[src/rtl/trip_pkg.sv]
package trip_pkg;
   typedef enum logic [2:0] {
      ST_IDLE,
      ST_SEED,
      ST_TRK,
      ST_NB,
      ST_EMIT
   } trip_state_t;

   localparam int NPLANE = 6;
   localparam int PL_B0  = 0;
   localparam int PL_B1  = 1;
   localparam int PL_B2  = 2;
   localparam int PL_U0  = 3;
endpackage

[src/rtl/trip_hit_store.sv]
module trip_hit_store #(
   parameter int CW    = 10,
   parameter int DEPTH = 64,
   parameter int IW    = $clog2(DEPTH),
   parameter int CNTW  = $clog2(DEPTH + 1)
) (
   input  logic                 clk,
   input  logic                 rst_n,
   input  logic                 clr,
   input  logic                 wr,
   input  logic signed [CW-1:0] wr_data,
   input  logic [IW-1:0]        rd_idx,
   output logic signed [CW-1:0] rd_data,
   output logic [CNTW-1:0]      cnt
);
   logic signed [CW-1:0] mem [DEPTH];
   logic                 room;

   assign room    = cnt < CNTW'(DEPTH);
   assign rd_data = mem[rd_idx];

   always_ff @(posedge clk) begin
      if (wr && room && !clr) mem[cnt[IW-1:0]] <= wr_data;
   end

   always_ff @(posedge clk) begin
      if (!rst_n)           cnt <= '0;
      else if (clr)         cnt <= '0;
      else if (wr && room)  cnt <= cnt + CNTW'(1);
   end

   // a full plane keeps its count when written again
   assert_no_overflow_R2: assert property (@(posedge clk) disable iff (!rst_n)
      (cnt == CNTW'(DEPTH) && wr && !clr) |=> cnt == CNTW'(DEPTH));
endmodule

[src/rtl/trip_proj.sv]
module trip_proj #(
   parameter int CW = 10,
   parameter int PW = CW + 2
) (
   input  logic signed [CW-1:0] c0,
   input  logic signed [CW-1:0] c1,
   input  logic                 phase_outer,
   input  logic [CW-1:0]        region_lim,
   input  logic [CW-1:0]        hole_lim,
   output logic signed [PW-1:0] proj,
   output logic                 seed_ok
);
   logic signed [PW-1:0] e0, e1;
   logic [CW:0]          a0;
   logic [PW-1:0]        ap;
   logic                 region_ok, in_hole;

   assign e0   = {{2{c0[CW-1]}}, c0};
   assign e1   = {{2{c1[CW-1]}}, c1};
   assign proj = (e1 <<< 1) - e0;

   always_comb begin
      a0 = c0[CW-1] ? (CW+1)'(-e0) : (CW+1)'(e0);
      ap = proj[PW-1] ? PW'(-proj) : PW'(proj);
      region_ok = phase_outer ? (a0 >  {1'b0, region_lim})
                              : (a0 <= {1'b0, region_lim});
      in_hole = ap < {2'b00, hole_lim};
      seed_ok = region_ok && !in_hole;
   end
endmodule

[src/rtl/trip_win_cmp.sv]
module trip_win_cmp #(
   parameter int W  = 12,
   parameter int WW = 6
) (
   input  logic signed [W-1:0] a,
   input  logic signed [W-1:0] b,
   input  logic [WW-1:0]       win,
   output logic                hit
);
   logic signed [W:0] d;
   logic [W:0]        ad;

   always_comb begin
      d   = {a[W-1], a} - {b[W-1], b};
      ad  = d[W] ? (W+1)'(-d) : (W+1)'(d);
      hit = ad <= {{(W+1-WW){1'b0}}, win};
   end
endmodule

[src/rtl/trip_seq.sv]
module trip_seq
   import trip_pkg::*;
#(
   parameter int DEPTH = 64,
   parameter int IW    = $clog2(DEPTH),
   parameter int CNTW  = $clog2(DEPTH + 1)
) (
   input  logic                        clk,
   input  logic                        rst_n,
   input  logic                        start,
   input  logic                        clear,
   input  logic                        phase_in,
   input  logic [NPLANE-1:0][CNTW-1:0] cnts,
   input  logic                        seed_ok,
   input  logic                        trk_ok,
   input  logic                        nb_ok,
   input  logic                        seg_ready,
   output logic [IW-1:0]               i_q,
   output logic [IW-1:0]               j_q,
   output logic [IW-1:0]               k_q,
   output logic [IW-1:0]               m_q,
   output logic [1:0]                  pl_q,
   output logic                        phase_q,
   output logic                        busy,
   output logic                        done,
   output logic                        seg_valid
);
   trip_state_t st, st_n;
   logic [IW-1:0] i_n, j_n, k_n, m_n;
   logic [1:0]    pl_n;
   logic          busy_n, done_n, phase_n;
   logic          adv_k, adv_pair;
   logic          last_i, last_j, last_k, last_m;
   logic [CNTW-1:0] cnt_nb, cnt_nb_next;

   always_comb begin
      case (pl_q)
         2'd0:    begin cnt_nb = cnts[PL_U0];     cnt_nb_next = cnts[PL_U0 + 1]; end
         2'd1:    begin cnt_nb = cnts[PL_U0 + 1]; cnt_nb_next = cnts[PL_U0 + 2]; end
         default: begin cnt_nb = cnts[PL_U0 + 2]; cnt_nb_next = '0;             end
      endcase
      last_i = (CNTW'(i_q) + CNTW'(1)) >= cnts[PL_B0];
      last_j = (CNTW'(j_q) + CNTW'(1)) >= cnts[PL_B1];
      last_k = (CNTW'(k_q) + CNTW'(1)) >= cnts[PL_B2];
      last_m = (CNTW'(m_q) + CNTW'(1)) >= cnt_nb;
   end

   always_comb begin
      st_n     = st;
      i_n      = i_q;
      j_n      = j_q;
      k_n      = k_q;
      m_n      = m_q;
      pl_n     = pl_q;
      busy_n   = busy;
      done_n   = done;
      phase_n  = phase_q;
      adv_k    = 1'b0;
      adv_pair = 1'b0;
      case (st)
         ST_IDLE: begin
            if (start && !clear) begin
               phase_n = phase_in;
               i_n     = '0;
               j_n     = '0;
               if (cnts[PL_B0] == '0 || cnts[PL_B1] == '0) begin
                  done_n = 1'b1;
               end else begin
                  done_n = 1'b0;
                  busy_n = 1'b1;
                  st_n   = ST_SEED;
               end
            end else if (clear) begin
               done_n = 1'b0;
            end
         end
         ST_SEED: begin
            if (seed_ok && cnts[PL_B2] != '0) begin
               k_n  = '0;
               st_n = ST_TRK;
            end else begin
               adv_pair = 1'b1;
            end
         end
         ST_TRK: begin
            if (trk_ok && cnts[PL_U0] != '0) begin
               pl_n = 2'd0;
               m_n  = '0;
               st_n = ST_NB;
            end else begin
               adv_k = 1'b1;
            end
         end
         ST_NB: begin
            if (nb_ok) begin
               if (pl_q == 2'd2) begin
                  st_n = ST_EMIT;
               end else if (cnt_nb_next == '0) begin
                  adv_k = 1'b1;
               end else begin
                  pl_n = pl_q + 2'd1;
                  m_n  = '0;
               end
            end else if (!last_m) begin
               m_n = m_q + IW'(1);
            end else begin
               adv_k = 1'b1;
            end
         end
         ST_EMIT: begin
            if (seg_ready) adv_k = 1'b1;
         end
         default: st_n = ST_IDLE;
      endcase

      if (adv_k) begin
         if (!last_k) begin
            k_n  = k_q + IW'(1);
            st_n = ST_TRK;
         end else begin
            adv_pair = 1'b1;
         end
      end
      if (adv_pair) begin
         if (!last_j) begin
            j_n  = j_q + IW'(1);
            st_n = ST_SEED;
         end else if (!last_i) begin
            i_n  = i_q + IW'(1);
            j_n  = '0;
            st_n = ST_SEED;
         end else begin
            st_n   = ST_IDLE;
            busy_n = 1'b0;
            done_n = 1'b1;
         end
      end
   end

   always_ff @(posedge clk) begin
      if (!rst_n) begin
         st      <= ST_IDLE;
         i_q     <= '0;
         j_q     <= '0;
         k_q     <= '0;
         m_q     <= '0;
         pl_q    <= '0;
         busy    <= 1'b0;
         done    <= 1'b0;
         phase_q <= 1'b0;
      end else begin
         st      <= st_n;
         i_q     <= i_n;
         j_q     <= j_n;
         k_q     <= k_n;
         m_q     <= m_n;
         pl_q    <= pl_n;
         busy    <= busy_n;
         done    <= done_n;
         phase_q <= phase_n;
      end
   end

   assign seg_valid = (st == ST_EMIT);

   assert_hold_R9: assert property (@(posedge clk) disable iff (!rst_n)
      (seg_valid && !seg_ready) |=> (seg_valid && $stable(i_q) && $stable(j_q) && $stable(k_q)));
   assert_done_idle_R10: assert property (@(posedge clk) disable iff (!rst_n)
      done |-> !busy);
   assert_emit_busy_R7: assert property (@(posedge clk) disable iff (!rst_n)
      seg_valid |-> busy);
   assert_idx_range_R8: assert property (@(posedge clk) disable iff (!rst_n)
      seg_valid |-> (CNTW'(i_q) < cnts[PL_B0] && CNTW'(j_q) < cnts[PL_B1] && CNTW'(k_q) < cnts[PL_B2]));
endmodule

[src/rtl/trip_finder.sv]
module trip_finder
   import trip_pkg::*;
#(
   parameter int CW    = 10,
   parameter int DEPTH = 64,
   parameter int XW    = 8,
   parameter int WW    = 6
) (
   input  logic                       clk,
   input  logic                       rst_n,
   input  logic                       ld_valid,
   input  logic [2:0]                 ld_plane,
   input  logic [CW-1:0]              ld_coord,
   input  logic [XW-1:0]              ld_xing,
   input  logic                       clear,
   input  logic                       start,
   input  logic                       phase_outer,
   input  logic [CW-1:0]              region_lim,
   input  logic [CW-1:0]              hole_lim,
   input  logic [WW-1:0]              win_trk,
   input  logic [WW-1:0]              win_nb0,
   input  logic [WW-1:0]              win_nb1,
   input  logic [WW-1:0]              win_nb2,
   output logic                       busy,
   output logic                       done,
   output logic                       seg_valid,
   input  logic                       seg_ready,
   output logic [XW-1:0]              seg_xing,
   output logic [$clog2(DEPTH)-1:0]   seg_idx0,
   output logic [$clog2(DEPTH)-1:0]   seg_idx1,
   output logic [$clog2(DEPTH)-1:0]   seg_idx2
);
   localparam int IW   = $clog2(DEPTH);
   localparam int CNTW = $clog2(DEPTH + 1);
   localparam int PW   = CW + 2;

   if (DEPTH < 2)      begin : g_bad_depth $error("DEPTH must be at least 2"); end
   if (CW < 4)         begin : g_bad_cw    $error("CW must be at least 4"); end
   if (WW >= PW + 1)   begin : g_bad_ww    $error("WW must be narrower than the projection"); end

   logic [NPLANE-1:0][CNTW-1:0] cnts;
   logic signed [CW-1:0]        rd [NPLANE];
   logic [IW-1:0]               i_q, j_q, k_q, m_q;
   logic [1:0]                  pl_q;
   logic                        phase_q;
   logic signed [PW-1:0]        proj;
   logic                        seed_ok, trk_ok, nb_ok;
   logic signed [CW-1:0]        nb_hit, nb_tgt;
   logic [WW-1:0]               nb_win;
   logic [XW-1:0]               xing_q;
   logic                        ld_ok, clr_ok;

   assign ld_ok  = ld_valid && !busy;
   assign clr_ok = clear && !busy;

   for (genvar g = 0; g < NPLANE; g++) begin : g_plane
      logic [IW-1:0] rsel;
      if (g == PL_B0)      begin : g_r0 assign rsel = i_q; end
      else if (g == PL_B1) begin : g_r1 assign rsel = j_q; end
      else if (g == PL_B2) begin : g_r2 assign rsel = k_q; end
      else                 begin : g_rn assign rsel = m_q; end

      trip_hit_store #(.CW(CW), .DEPTH(DEPTH), .IW(IW), .CNTW(CNTW)) u_store (
         .clk     (clk),
         .rst_n   (rst_n),
         .clr     (clr_ok),
         .wr      (ld_ok && ld_plane == 3'(g)),
         .wr_data (ld_coord),
         .rd_idx  (rsel),
         .rd_data (rd[g]),
         .cnt     (cnts[g])
      );
   end

   always_ff @(posedge clk) begin
      if (!rst_n)     xing_q <= '0;
      else if (ld_ok) xing_q <= ld_xing;
   end

   trip_proj #(.CW(CW), .PW(PW)) u_proj (
      .c0          (rd[PL_B0]),
      .c1          (rd[PL_B1]),
      .phase_outer (phase_q),
      .region_lim  (region_lim),
      .hole_lim    (hole_lim),
      .proj        (proj),
      .seed_ok     (seed_ok)
   );

   trip_win_cmp #(.W(PW), .WW(WW)) u_trk_cmp (
      .a   ({{2{rd[PL_B2][CW-1]}}, rd[PL_B2]}),
      .b   (proj),
      .win (win_trk),
      .hit (trk_ok)
   );

   always_comb begin
      case (pl_q)
         2'd0:    begin nb_hit = rd[PL_U0];     nb_tgt = rd[PL_B0]; nb_win = win_nb0; end
         2'd1:    begin nb_hit = rd[PL_U0 + 1]; nb_tgt = rd[PL_B1]; nb_win = win_nb1; end
         default: begin nb_hit = rd[PL_U0 + 2]; nb_tgt = rd[PL_B2]; nb_win = win_nb2; end
      endcase
   end

   trip_win_cmp #(.W(PW), .WW(WW)) u_nb_cmp (
      .a   ({{2{nb_hit[CW-1]}}, nb_hit}),
      .b   ({{2{nb_tgt[CW-1]}}, nb_tgt}),
      .win (nb_win),
      .hit (nb_ok)
   );

   trip_seq #(.DEPTH(DEPTH), .IW(IW), .CNTW(CNTW)) u_seq (
      .clk       (clk),
      .rst_n     (rst_n),
      .start     (start),
      .clear     (clear),
      .phase_in  (phase_outer),
      .cnts      (cnts),
      .seed_ok   (seed_ok),
      .trk_ok    (trk_ok),
      .nb_ok     (nb_ok),
      .seg_ready (seg_ready),
      .i_q       (i_q),
      .j_q       (j_q),
      .k_q       (k_q),
      .m_q       (m_q),
      .pl_q      (pl_q),
      .phase_q   (phase_q),
      .busy      (busy),
      .done      (done),
      .seg_valid (seg_valid)
   );

   assign seg_xing = xing_q;
   assign seg_idx0 = i_q;
   assign seg_idx1 = j_q;
   assign seg_idx2 = k_q;

   assert_frozen_busy_R2: assert property (@(posedge clk) disable iff (!rst_n)
      (busy && (ld_valid || clear)) |=> ($stable(cnts) && $stable(xing_q)));
   assert_emit_seed_R5: assert property (@(posedge clk) disable iff (!rst_n)
      seg_valid |-> seed_ok);
   assert_emit_track_R4: assert property (@(posedge clk) disable iff (!rst_n)
      seg_valid |-> trk_ok);
endmodule

[config.mk]
export PLATFORM = sky130hd
export DESIGN_NAME = trip_finder
export DESIGN_NICKNAME = d
export VERILOG_FILES = /design/src/rtl/trip_pkg.sv /design/src/rtl/trip_hit_store.sv /design/src/rtl/trip_proj.sv /design/src/rtl/trip_win_cmp.sv /design/src/rtl/trip_seq.sv /design/src/rtl/trip_finder.sv
export SDC_FILE = /design/constraint.sdc
export NUM_CORES = 2
export LEC_CHECK = 0
export ABC_CLOCK_PERIOD_IN_PS = 13720
export BUFFER_PORTS_ARGS = -buffer_cell sky130_fd_sc_hd__clkbuf_2
export CORE_ASPECT_RATIO = 1.75
export CORE_MARGIN = 2
export CORE_UTILIZATION = 25
export CTS_CLUSTER_DIAMETER = 150
export CTS_CLUSTER_SIZE = 25
export DETAILED_ROUTE_END_ITERATION = 16
export GPL_TIMING_DRIVEN = 0
export PLACE_DENSITY = 0.47
export SETUP_SLACK_MARGIN = 0.2
export SLEW_MARGIN = 30
export SYNTH_ARGS = -nofsm -noshare
export SYNTH_HDL_FRONTEND = slang
export SYNTH_SLANG_ARGS = --single-unit
[constraint.sdc]
create_clock -name clk -period 13.72 [get_ports clk]
set_input_delay 0.686 -clock clk [delete_from_list [all_inputs] [get_ports clk]]
set_output_delay 0.686 -clock clk [all_outputs]
set_load 0.02 [all_outputs]
Word-level counts from Yosys, hierarchy flattened
Memory sizes are Yosys's and may differ from the RTL's. A register that Yosys moved wholly into a read port is not among the register bits.
Cells that the tools add are included.
Widths: inputs -> output; s select.
{ "op_classes": {"n_addsub": 22, "magnitude_cmp": 15, "eq_ne": 18, "muxes": 92, "bitwise": 1, "reduce_logical": 42} }
{ "ops": {"columns": ["op", "count"], "rows": [
  ["$mux 6", 28],
  ["$add 7x1->7 const B", 6],
  ["$lt 7x7->1 const B", 6],
  ["$pmux 10 s2", 2],
  ["$mux 1", 37],
  ["$mux 3", 10],
  ["$add 6x1->7 const B", 4],
  ["$ge 7x7->1", 4],
  ["$pmux 7 s2", 2],
  ["$le 13x6->1", 2],
  ["$mux 13", 2],
  ["$neg 13->13", 2],
  ["$add 6x1->6 const B", 4],
  ["$logic_and 1x1->1", 24],
  ["$pmux 6 s2", 2],
  ["$logic_not 7->1", 3],
  ["$pmux 3 s5", 1],
  ["$reduce_bool 7->1", 2],
  ["$sub 10x12->13", 1],
  ["$eq 3x2->1 const B", 4],
  ["$lt 12x10->1", 1],
  ["$mux 12", 1],
  ["$neg 12->12", 1],
  ["$sub 11x10->12", 1],
  ["25 further kinds", 40]
]} }
{ "word_totals": {"ff_bits": 82, "ramBits": 3840, "inputBits": 72, "wordCells": 212, "mem_count": 6} }
{ "memory_table": {"columns": ["name", "depth", "word_bits", "read_ports", "rd_clocked_by_memory_dff", "wr", "line_no", "rtl"], "rows": [
  ["g_plane[0].u_store.mem", 64, 10, 1, 1, 1, "trip_hit_store.sv:16", "logic signed [CW-1:0] mem [DEPTH];"],
  ["g_plane[1].u_store.mem", 64, 10, 1, 1, 1, "trip_hit_store.sv:16", null],
  ["g_plane[2].u_store.mem", 64, 10, 1, 1, 1, "trip_hit_store.sv:16", null],
  ["g_plane[3].u_store.mem", 64, 10, 1, 1, 1, "trip_hit_store.sv:16", null],
  ["g_plane[4].u_store.mem", 64, 10, 1, 1, 1, "trip_hit_store.sv:16", null],
  ["g_plane[5].u_store.mem", 64, 10, 1, 1, 1, "trip_hit_store.sv:16", null]
]} }

Longest topological paths before layout
{ "depth": {"word_depth": 13, "depth_mapped": 41, "ltp_nobuf": 36} }

Cells and area by module
Synthesis repeated with hierarchy kept, for this count alone.
{ "unflattened": {"hier_cells": 8968, "hier_area_um2": 159540.5} }
{ "by_module_without_submodules": {"columns": ["module", "n_inst", "cells_per_inst", "area_per_inst_um2", "seq_area_each_um2"], "rows": [
  ["trip_hit_store", 6, 1337, 25401.9, 19358.6],
  ["trip_seq", 1, 334, 2725.1, 640.6],
  ["trip_win_cmp", 2, 140, 1018.5, 0.0],
  ["trip_proj", 1, 202, 1426.4, 0.0],
  ["trip_finder", 1, 130, 940.9, 160.2]
]} }

Worst setup path after synthesis
OpenSTA, ideal clock, no wires.
{ "synth_timing": {"kind": "flip-flop to flip-flop", "start": "register u_seq.i_q[0]", "end": "register u_seq.i_q[1]", "setup_ns": 0.072, "arrival_ns": 8.846, "t_required_ns": 13.648, "slack_ns": 4.802, "path_stages_with_launch": 39, "n_path_buf": 9, "cell_sequence": "dfxtp_1 > buf_4 > buf_2 > buf_1 > clkbuf_1 > clkbuf_1 > clkbuf_1 > mux2i_1 > o221ai_1 > o22ai_1 > a21oi_1 > mux4_2 > inv_1 > ha_1 > inv_1 > o31ai_1 > o21ai_0 > a41oi_1 > [3 not listed] > nand2b_1 > or3b_1 > o311ai_0 > o21ai_0 > ha_1 > nor2b_1 > o21a_1 > o21a_1 > o21ai_0 > nand2b_1 > a21oi_1 > o21ai_0 > a21oi_1 > nand3_2 > a221oi_4 > or2_1 > buf_6 > mux2i_1"} }
{ "synth_between": {"elab_chain_cells": 5} }
{ "synth_lines": {"columns": ["element", "line_no", "rtl"], "rows": [
  ["start: declaration", "trip_seq.sv:18", "output logic [IW-1:0] i_q,"],
  ["start signal: assignment", "trip_seq.sv:153", "i_q <= i_n;"],
  ["$add 6x1->7", "trip_seq.sv:42", "last_i = (CNTW'(i_q) + CNTW'(1)) >= cnts[PL_B0];"],
  ["$ge 7x7->1", "trip_seq.sv:42", null],
  ["$mux 6 *", "trip_seq.sv:128", "end else if (!last_i) begin"],
  ["$mux 6 *", "trip_seq.sv:125", "if (!last_j) begin"],
  ["$mux 6 *", "trip_seq.sv:124", "if (adv_pair) begin"]
]} }
Mark *: on every way between the ends. The rest lies on a longest branch, timed or not.
A chain may end at the register's enable or synchronous reset.

Worst setup path in the final report
{ "layout_timing": {"start": "register u_seq.i_q[0]", "end": "register u_seq.j_q[0]"} }
{ "layout_between": {"elab_chain_cells": 5} }
{ "layout_lines": {"columns": ["element", "line_no", "rtl"], "rows": [
  ["$add 6x1->7", "trip_seq.sv:42", null],
  ["$ge 7x7->1", "trip_seq.sv:42", null],
  ["$mux 6", "trip_seq.sv:128", null],
  ["$mux 6", "trip_seq.sv:125", null],
  ["$mux 6", "trip_seq.sv:124", null],
  ["end signal: assignment", "trip_seq.sv:154", "j_q <= j_n;"],
  ["end: declaration", "trip_seq.sv:19", "output logic [IW-1:0] j_q,"]
]} }
No other way between the ends.

==> reports/results.txt <==
DRC Markers: 34
WHS Path Cells: 3
Worst-Margin Slew: 1.12 ns
Syn Nets: 7,559
CP Capture Type: flip-flop
CP Buf/Inv Count: 6
setup bufs post-CTS: 0
RR Startpoint: u_seq.i_q[0]$_SDFF_PN0_
Final nets: 7,927
Total Routing Usage GR: 0.152
setup TNS: 0 ns
status: finished with violations
ys async rst share: 0
Post-synth EDFFs: 3,840
Reg-to-Reg End: u_seq.j_q[0]$_SDFF_PN0_
Reg area: 117,000 um2
WL final: 492,000 um
fmax: 79.6 MHz
R2R cell count: 39
Final setup viols: 0
worst IR drop on VDD: 98.1 uV
Hold Crit Start: phase_outer
PortBufs: 98
Synth Instances: 7,375
placed inst area: 170,000 um2
CTS buffer count: 179
drt first pass iters: 14
DP HPWL: 355,000 um
routed vias: 75,870
Period minus WS final: 12.56 ns
Hold Path End: u_seq.phase_q$_SDFFE_PN0P_
final period utilization: 0.916
Critical Path Fanout Max: 10
failing checks: DRC
maxcap violations: 0
CP Launch Type: flip-flop
Crit Path Class: flip-flop to flip-flop
Synth Area per Inst: 21.2 um2
DIE WIDTH: 601 um
Largest stage delay, worst path: 0.73 ns
Leak Pwr: 49.6 nW
starting DRC count in detailed routing: 7,225
Avg WL per Cell: 30.4 um
row count: 384
Routed Antenna Nets: 0
Congestion Overflow GR: 0
Final Skew: 0.0943 ns
Seq cells post-synth: 3,928
Critical Path RT: 14.55 ns
vias per cell: 4.69
worst rel slew slack: 0.255
first-pass GRT wire length: 670,000 um
fin area: 175,000 um2
GP Congestion: 0.891
CORE AREA: 624,000 um2
Most common cell on crit path: a21oi_1
clock latency at the later pin of the worst-skew pair: 0.94 ns
Sink Count: 3,928
Post-Synthesis Cell Area: 156,000 um2
initial antenna violation count: 25
Area Growth Syn to Fin: 12.3%
critical path's top delay family: compound AO/OA/AOI/OAI gates
multi-input logic area: 38,300 um2
fillers: 61,576
clk root buf: clkbuf_16
Hold Path Class: primary input to flip-flop
H-tree depth: 4
Cell variety after synth: 87
CTS clk-pin slew, worst paths: 0.12 ns
post-synthesis sequential area ratio: 0.750
Hold Vio Cnt, Final: 0
RSZ-0062 raised after global routing: false
R2R Setup Slk: 1.16 ns
CP Data Arrival Time: 13.40 ns
die area: 631,000 um2
share of layout cells above drive strength 1: 0.272
slowest CP cell: dfxtp_1
largest net degree at the start of global routing: 105
Top FF cell, synth: edfxtp_1
Initial Util: 0.250
max-slew violation count: 0
CTS tree: yes
Die H: 1050 um
vias in the first global route: 79,965
Max Root-Sink Buffers: 4
P per Cell Area: 113 nW/um2
I/O pin cnt: 101
YS warnings: 0
==> area by class of cell <==
class	count	area share
diodes	53	0.000756
plain buffers	371	0.00966
clock buffers	248	0.0276
clock inverters	6	0.000678
inverters	91	0.00195
multi-input cells	2985	0.218
flip-flops and latches	3928	0.667
well taps	8299	0.0592
repair buffers	187	0.0145
==> what timing repair did <==
action / 4_1_cts / 5_1_grt
endpoints found under the hold margin: 12 / 0
endpoints found under the setup margin: 0 / 6
hold buffers: 9 / 0
gates resized for setup: 0 / 1
==> through the flow <==
stage                util  cells  power [mW]  setup WS [ns]  hold slack [ns]
floorplan               -   7375        13.5           4.80            0.476
global placement    0.268  15772        13.9         -0.702            0.452
detailed placement  0.272  15851        13.8           1.02            0.449
CTS                 0.281  16114        20.0          0.880           0.0257
global route        0.281  16160        20.3          0.400           0.0898
finish              0.281  16168        19.8           1.16           0.0997
==> synth_stat cells, types with 28 or more instances <==
library cell / instances / share of area
a21oi_1: 112 / 0.0036
a22o_1: 28 / 0.0016
buf_1: 120 / 0.0029
clkbuf_1: 235 / 0.0056
dfxtp_1: 88 / 0.011
edfxtp_1: 3840 / 0.74
ha_1: 109 / 0.0087
inv_1: 90 / 0.0022
mux2i_1: 172 / 0.011
mux4_2: 1135 / 0.16
nand2_1: 207 / 0.0050
nand2b_1: 32 / 0.0013
nand3_1: 66 / 0.0021
nor2_1: 520 / 0.012
nor2b_1: 34 / 0.0014
nor3_1: 30 / 0.00096
o21ai_0: 46 / 0.0015
o221ai_1: 73 / 0.0041
o22ai_1: 43 / 0.0017
xnor2_1: 63 / 0.0035
==> cells by family (layout without fill, tap and decap cells) <==
logic type	count (synthesis)	count (layout)	synth area share
other	0	53	0
muxes	1308	1308	0.175
AOI/OAI and AO/OA	462	462	0.0210
adders and majority gates	114	114	0.00925
xor gates and xnor gates	84	84	0.00480
buffers and inverters	462	903	0.0114
and+or+nand+nor	1017	1017	0.0290
DFF	3928	3928	0.750
==> worst register-to-register path: cells and delay by family, from the launching register on <==
family	cells	cell delay (ns)
buffers and inverters	6	2.67
AOI/OAI and AO/OA	18	5.77
muxes	3	0.94
and+or+nand+nor	9	1.28
adders and majority gates	3	1.04
DFF	1	0.73
==> power breakdown <==
group          internal [mW]  switching (mW)
Combinational         0.0931           0.318
Sequential              13.1         0.00220
Clock                   2.50            3.80
==> layer usage <==
metal | part of all wire | track usage
met4 | 0.057 | 0.0772
met5 | 0.000081 | 0
met1 | 0.34 | 0.159
met2 | 0.56 | 0.298
met3 | 0.038 | 0.0140
==> placed cells by master, fill, tap and decap left out, drive strengths merged, types with 32 or more instances in the layout <==
cell    count
buf       200
nand3      67
o21ai      46
nor2b      34
ha        109
clkbuf    597
nor2      521
dfxtp      88
edfxtp   3840
mux2i     172
mux4     1135
inv        92
o221ai     73
a21oi     112
xnor2      63
nand2     207
diode      53
o22ai      44
nand2b     32
==> how the worst max path moves through the flow <==
stage	start	endpoint	slack, ns	cells after the start
after floorplan	u_seq.i_q[0]$_SDFF_PN0_	u_seq.i_q[1]$_SDFF_PN0_	4.80	38
after global placement	u_seq.i_q[0]$_SDFF_PN0_	u_seq.j_q[3]$_SDFF_PN0_	-0.70	37
after detailed placement	u_seq.i_q[0]$_SDFF_PN0_	u_seq.j_q[5]$_SDFF_PN0_	1.02	38
after CTS	u_seq.i_q[0]$_SDFF_PN0_	u_seq.j_q[0]$_SDFF_PN0_	0.88	38
after global routing	u_seq.i_q[0]$_SDFF_PN0_	u_seq.j_q[0]$_SDFF_PN0_	0.40	40
final	u_seq.i_q[0]$_SDFF_PN0_	u_seq.j_q[0]$_SDFF_PN0_	1.16	39
==> sequential cells by signal, indices dropped and copies added, names as in the netlist, named ones only <==
name	flops
u_seq.phase_q	1
g_plane.u_store.cnt	42
g_plane.u_store.mem	3840
u_seq.k_q	6
u_seq.pl_q	2
u_seq.j_q	6
u_seq.i_q	6
u_seq.done	1
u_seq.busy	1
u_seq.st	3
u_seq.m_q	6
seg_xing	8
(Power assumes the default switching activity.)
